--- config.mk ---
export PLATFORM = sky130hd
export DESIGN_NAME = tbase_top
export DESIGN_NICKNAME = d
export VERILOG_FILES = /design/src/rtl/tbase_pkg.sv /design/src/rtl/tbase_decode.sv /design/src/rtl/tbase_count.sv /design/src/rtl/tbase_regs.sv /design/src/rtl/tbase_top.sv
export SDC_FILE = /design/constraint.sdc
export NUM_CORES = 1
export LEC_CHECK = 0
export BUFFER_PORTS_ARGS = -buffer_cell sky130_fd_sc_hd__buf_2
export CELL_PAD_IN_SITES_DETAIL_PLACEMENT = 1
export CELL_PAD_IN_SITES_GLOBAL_PLACEMENT = 1
export CORE_UTILIZATION = 40
export CTS_CLUSTER_DIAMETER = 80
export CTS_CLUSTER_SIZE = 30
export DETAILED_ROUTE_END_ITERATION = 10
export PLACE_DENSITY_LB_ADDON = 0.1
export SLEW_MARGIN = 25
export SYNTH_ARGS = -nofsm -noshare
export SYNTH_HDL_FRONTEND = slang
export SYNTH_SLANG_ARGS = --single-unit
--- constraint.sdc ---
create_clock -name clk -period 2.15 [get_ports clk]
set_input_delay 0.1075 -clock clk [delete_from_list [all_inputs] [get_ports clk]]
set_output_delay 0.1075 -clock clk [all_outputs]
set_load 0.01 [all_outputs]
--- src/rtl/tbase_pkg.sv ---
// Package: tbase_pkg
// Shared register offsets, field positions and the decoded access kind
// for the free-running time base. Assumes byte offsets on an 8-bit bus.
package tbase_pkg;

    localparam logic [7:0] OFF_CNT_LO = 8'h60;
    localparam logic [7:0] OFF_CNT_HI = 8'h64;
    localparam int         RUN_BIT    = 8;

    typedef enum logic [2:0] {
        ACC_IDLE     = 3'd0,
        ACC_RD_LO    = 3'd1,
        ACC_RD_HI    = 3'd2,
        ACC_RD_OTHER = 3'd3,
        ACC_WR_HI    = 3'd4,
        ACC_WR_OTHER = 3'd5
    } acc_kind_t;

endpackage

--- src/rtl/tbase_decode.sv ---
// Module: tbase_decode
// Turns one bus cycle into an access kind. Purely combinational.
// Assumes a single-cycle access qualified by sel; addresses are byte offsets.
module tbase_decode
    import tbase_pkg::*;
#(
    parameter int ADDR_W = 8
) (
    input  logic              sel,
    input  logic              wr,
    input  logic [ADDR_W-1:0] addr,
    output acc_kind_t         kind
);

    logic hit_lo;
    logic hit_hi;

    assign hit_lo = (addr == ADDR_W'(OFF_CNT_LO));
    assign hit_hi = (addr == ADDR_W'(OFF_CNT_HI));

    // Classify the access by direction and target register.
    always_comb begin
        kind = ACC_IDLE;
        if (sel) begin
            if (wr) begin
                kind = hit_hi ? ACC_WR_HI : ACC_WR_OTHER;
            end else if (hit_lo) begin
                kind = ACC_RD_LO;
            end else if (hit_hi) begin
                kind = ACC_RD_HI;
            end else begin
                kind = ACC_RD_OTHER;
            end
        end
    end

endmodule

--- src/rtl/tbase_count.sv ---
// Module: tbase_count
// Free-running up-counter that advances on tick while run is set and
// wraps naturally at its width. Assumes tick is already synchronous to clk.
module tbase_count #(
    parameter int CNT_W = 40
) (
    input  logic             clk,
    input  logic             rst_n,
    input  logic             run,
    input  logic             tick,
    output logic [CNT_W-1:0] count_q
);

    // Advance the count by one per qualified tick; hold otherwise.
    always_ff @(posedge clk) begin
        if (!rst_n) begin
            count_q <= '0;
        end else if (run && tick) begin
            count_q <= count_q + 1'b1;
        end
    end

endmodule

--- src/rtl/tbase_regs.sv ---
// Module: tbase_regs
// Holds the run bit and the upper-bit shadow, and forms the registered
// read data. Assumes HIGH_W <= RUN_BIT and LOW_W <= DATA_W.
module tbase_regs
    import tbase_pkg::*;
#(
    parameter int LOW_W  = 32,
    parameter int HIGH_W = 8,
    parameter int DATA_W = 32,
    localparam int CNT_W = LOW_W + HIGH_W
) (
    input  logic              clk,
    input  logic              rst_n,
    input  acc_kind_t         kind,
    input  logic              wr_run,
    input  logic [CNT_W-1:0]  count,
    output logic              run_q,
    output logic [HIGH_W-1:0] shadow_q,
    output logic [DATA_W-1:0] rdata_q
);

    logic [DATA_W-1:0] lo_word;
    logic [DATA_W-1:0] hi_word;

    // Run bit: loaded only by writes to the high register.
    always_ff @(posedge clk) begin
        if (!rst_n) begin
            run_q <= 1'b0;
        end else if (kind == ACC_WR_HI) begin
            run_q <= wr_run;
        end
    end

    // Shadow: captures the upper count bits on every low-register read.
    always_ff @(posedge clk) begin
        if (!rst_n) begin
            shadow_q <= '0;
        end else if (kind == ACC_RD_LO) begin
            shadow_q <= count[CNT_W-1:LOW_W];
        end
    end

    // Low word: count low field, zero-extended to the bus width.
    always_comb begin
        lo_word = '0;
        lo_word[LOW_W-1:0] = count[LOW_W-1:0];
    end

    // High word: shadow in the bottom bits, run bit at its fixed position.
    always_comb begin
        hi_word = '0;
        hi_word[HIGH_W-1:0] = shadow_q;
        hi_word[RUN_BIT]    = run_q;
    end

    // Read data register: updates on reads only, holds otherwise.
    always_ff @(posedge clk) begin
        if (!rst_n) begin
            rdata_q <= '0;
        end else begin
            case (kind)
                ACC_RD_LO:    rdata_q <= lo_word;
                ACC_RD_HI:    rdata_q <= hi_word;
                ACC_RD_OTHER: rdata_q <= '0;
                default:      rdata_q <= rdata_q;
            endcase
        end
    end

endmodule

--- src/rtl/tbase_top.sv ---
// Module: tbase_top
// Free-running time base with a two-register read window and a run bit.
// Assumes tick_en is a one-cycle clock-enable pulse and the bus issues at
// most one access per cycle. Read data is valid one cycle after the read.
module tbase_top
    import tbase_pkg::*;
#(
    parameter int LOW_W  = 32,
    parameter int HIGH_W = 8,
    parameter int ADDR_W = 8,
    parameter int DATA_W = 32
) (
    input  logic              clk,
    input  logic              rst_n,
    input  logic              tick_en,
    input  logic              bus_sel,
    input  logic              bus_wr,
    input  logic [ADDR_W-1:0] bus_addr,
    input  logic [DATA_W-1:0] bus_wdata,
    output logic [DATA_W-1:0] bus_rdata
);

    localparam int CNT_W = LOW_W + HIGH_W;

    acc_kind_t         kind;
    logic              run_q;
    logic [HIGH_W-1:0] shadow_q;
    logic [CNT_W-1:0]  count_q;
    logic              unused_wdata;

    // Only the run bit of the write data is stored.
    assign unused_wdata = ^bus_wdata;

    tbase_decode #(
        .ADDR_W (ADDR_W)
    ) u_decode (
        .sel  (bus_sel),
        .wr   (bus_wr),
        .addr (bus_addr),
        .kind (kind)
    );

    tbase_count #(
        .CNT_W (CNT_W)
    ) u_count (
        .clk     (clk),
        .rst_n   (rst_n),
        .run     (run_q),
        .tick    (tick_en),
        .count_q (count_q)
    );

    tbase_regs #(
        .LOW_W  (LOW_W),
        .HIGH_W (HIGH_W),
        .DATA_W (DATA_W)
    ) u_regs (
        .clk      (clk),
        .rst_n    (rst_n),
        .kind     (kind),
        .wr_run   (bus_wdata[RUN_BIT]),
        .count    (count_q),
        .run_q    (run_q),
        .shadow_q (shadow_q),
        .rdata_q  (bus_rdata)
    );

endmodule

==> results_dict.tcl <==
set metrics [dict create \
    power.static_leakage_uw 0.00149 \
    synth_fp_nets 419 \
    drt_wl_total_um 8010 \
    clockPowerShare_pct 38.1 \
    clk_pin_slew_ps 80 \
    hpwl_um 5680 \
    layout_common_cells "dfxtp_1, nor2_1, buf_2" \
    hold_class "input port to flip-flop" \
    antenna_cells 0 \
    die_h_um 93.2 \
    crit_path_end_kind "flip-flop" \
    combPwrFrac_pct 3.6 \
    synth-seq-area-share_pct 48.7 \
    cts_buffers 9 \
    setup_viol 0 \
    io_buffers 45 \
    post_cts_buffers 0 \
    cts-root-buf "clkbuf_8" \
    ys_async_sr_fraction_pct 0 \
    place_congestion 0.784 \
    drive_gt1_share_pct 19.8 \
    p_per_area_nw_per_um2 675 \
    ir_worst_vdd_mv 0.313 \
    core.rowCount 32 \
    skew_ps 9.64 \
    die_x_um 93.2 \
    wl_per_cell_um 15.2 \
    drt_iter0_drc 77 \
    io_pins 77 \
    avgSynthCellArea_um2 8.93 \
    grt_pass1_vias 2888 \
    grt_overflow 0 \
    slew_viol_final 0 \
    worstPathRequired_ps 2430 \
    p_int_uw 2000 \
    min_period_over_period_pct 86.1 \
    grt_pass1_wl_um 13700 \
    core_um2 7890 \
    slew_headroom_pct 58.8 \
    synth_cell_type_count 38 \
    drcViolationCount 0 \
    cts_sinks 81 \
    cts_resized 0 \
    cts.htree.levels 3 \
    cp_data_arrival_time_ps 2130 \
    swShare_pct 22.8 \
    synth_edf_count 0 \
    die_area_um2 8690 \
    postCtsHoldBufs 0 \
    cts_tree "done" \
    post-route-min-period_ps 1850 \
    ys_warn_count 0 \
    power_switching_uw 593 \
    final_common_cell "dfxtp_1" \
    place_ws_ps 331 \
    start_util_pct 42.2 \
    cap_viol_max_count 0 \
    rsz0062_at_grt "false" \
    cp-start-kind "flip-flop" \
    cts_buffer_depth 2 \
    ant_nets 0 \
    grt_use_total_pct 20.2 \
    syn_area_um2 3330 \
    worst-path-max-fanout 8 \
    layout_setup_ws_ps 300 \
    worstSkewPairLatency_ps 350 \
    num_vias 2860 \
    worst_slew_pin_slew_ps 617 \
    drt-vias-per-instance 5.44 \
    max_freq_mhz 540 \
    grt_antenna_before_repair 0 \
    netlist_instances 373 \
    status "completed" \
    synth_top_flop_cell "dfxtp_1" \
    fin_setup_tns_ps 0 \
    hold_viol 0 \
    ys_seq_elements 81 \
    detail_route.first_pass.iterations 4 \
    crit_type "flip-flop to flip-flop" \
    fin_nets 467 \
    synthToLayoutAreaGrowth_pct 15.5 \
    pwr-share-seq_pct 58.2 \
    grt_max_degree 35 \
]
[worst paths after layout]
check                                  start                                to  slack, ps  depth (start not counted)
max          u_count.count_q[4]$_SDFFE_PN0P_  u_count.count_q[39]$_SDFFE_PN0P_        300                          5
min                             bus_wdata[8]         u_regs.run_q$_SDFFE_PN0N_          5                          3
max reg2reg  u_count.count_q[4]$_SDFFE_PN0P_  u_count.count_q[39]$_SDFFE_PN0P_        300                          5
min reg2reg  u_regs.shadow_q[3]$_SDFFE_PN0N_   u_regs.shadow_q[3]$_SDFFE_PN0N_        460                          2
[state kept, by name (all words and copies together) (netlist names)]
signal and count:
u_count.count_q 40, u_regs.shadow_q 8, u_regs.rdata_q 32, u_regs.run_q 1
[cell type report]
class,instances,area [um^2]
clock buffers,11,151
clock inverters,3,17.5
fillers,937,4040
inverters,6,22.5
multi-input cells,265,1580
flip-flops and latches,81,1620
well taps,102,128
repair buffers,58,323
[synthesized netlist by cell type, types with 8 or more instances]
master,number,area share [%]
nand4_1,14,2.6
nand3_1,16,2.4
nand2_1,29,3.3
xor2_1,23,6.1
dfxtp_1,81,49
nor2_1,66,7.4
a21oi_1,15,2.3
a221oi_1,9,2.4
and2_1,8,1.5
o21ai_0,16,2.4
clkbuf_1,12,1.4
a22oi_1,23,5.2
xnor2_1,8,2.1
[per-layer routing]
metal / GRT usage [%] / vias up / routed length, um
met5: 0 / - / 0
met2: 35.4 / 33 / 3990
met1: 24.5 / 1423 / 3740
met4: 6.67 / 0 / 104
li1: - / 1395 / -
met3: 4.31 / 9 / 179
[power by group through the flow]
stage	Combinational (uW)	Sequential [uW]	Clock [uW]
after floorplan	47.0	1550	0
after global placement	92.6	1550	0
after detailed placement	95.1	1550	0
after CTS	95.7	1510	1020
after global routing	105	1510	1100
final	94.1	1510	990
[cells by family after synthesis]
kind of cell    synth area share [%]
flops                           48.7
fa+ha+maj                      0.376
compound gates                  12.2
xor+xnor                        8.15
mux                            0.601
simple gates                    25.9
buf+inv                         4.06
[worst max-delay path, cell delays in order (launching register included)]
cell,delay (ps)
dfxtp_1,420
and4_1,310
and2_1,300
nand4_4,170
nor4_1,340
mux2i_1,230
[per-stage QoR]
stage | hold WS (ps) | util, % | total power (uW) | area, um^2 | cells
finish | 4.96 | 48.7 | 2600 | 3840 | 526
CTS | 4.32 | 48.7 | 2630 | 3840 | 526
detailed placement | 381 | 46.6 | 1640 | 3680 | 512
global placement | 347 | 46.6 | 1640 | 3680 | 512
floorplan | 251 | - | 1600 | 3330 | 373
global route | 13.8 | 48.7 | 2720 | 3840 | 526
(Power assumes the default switching activity.)
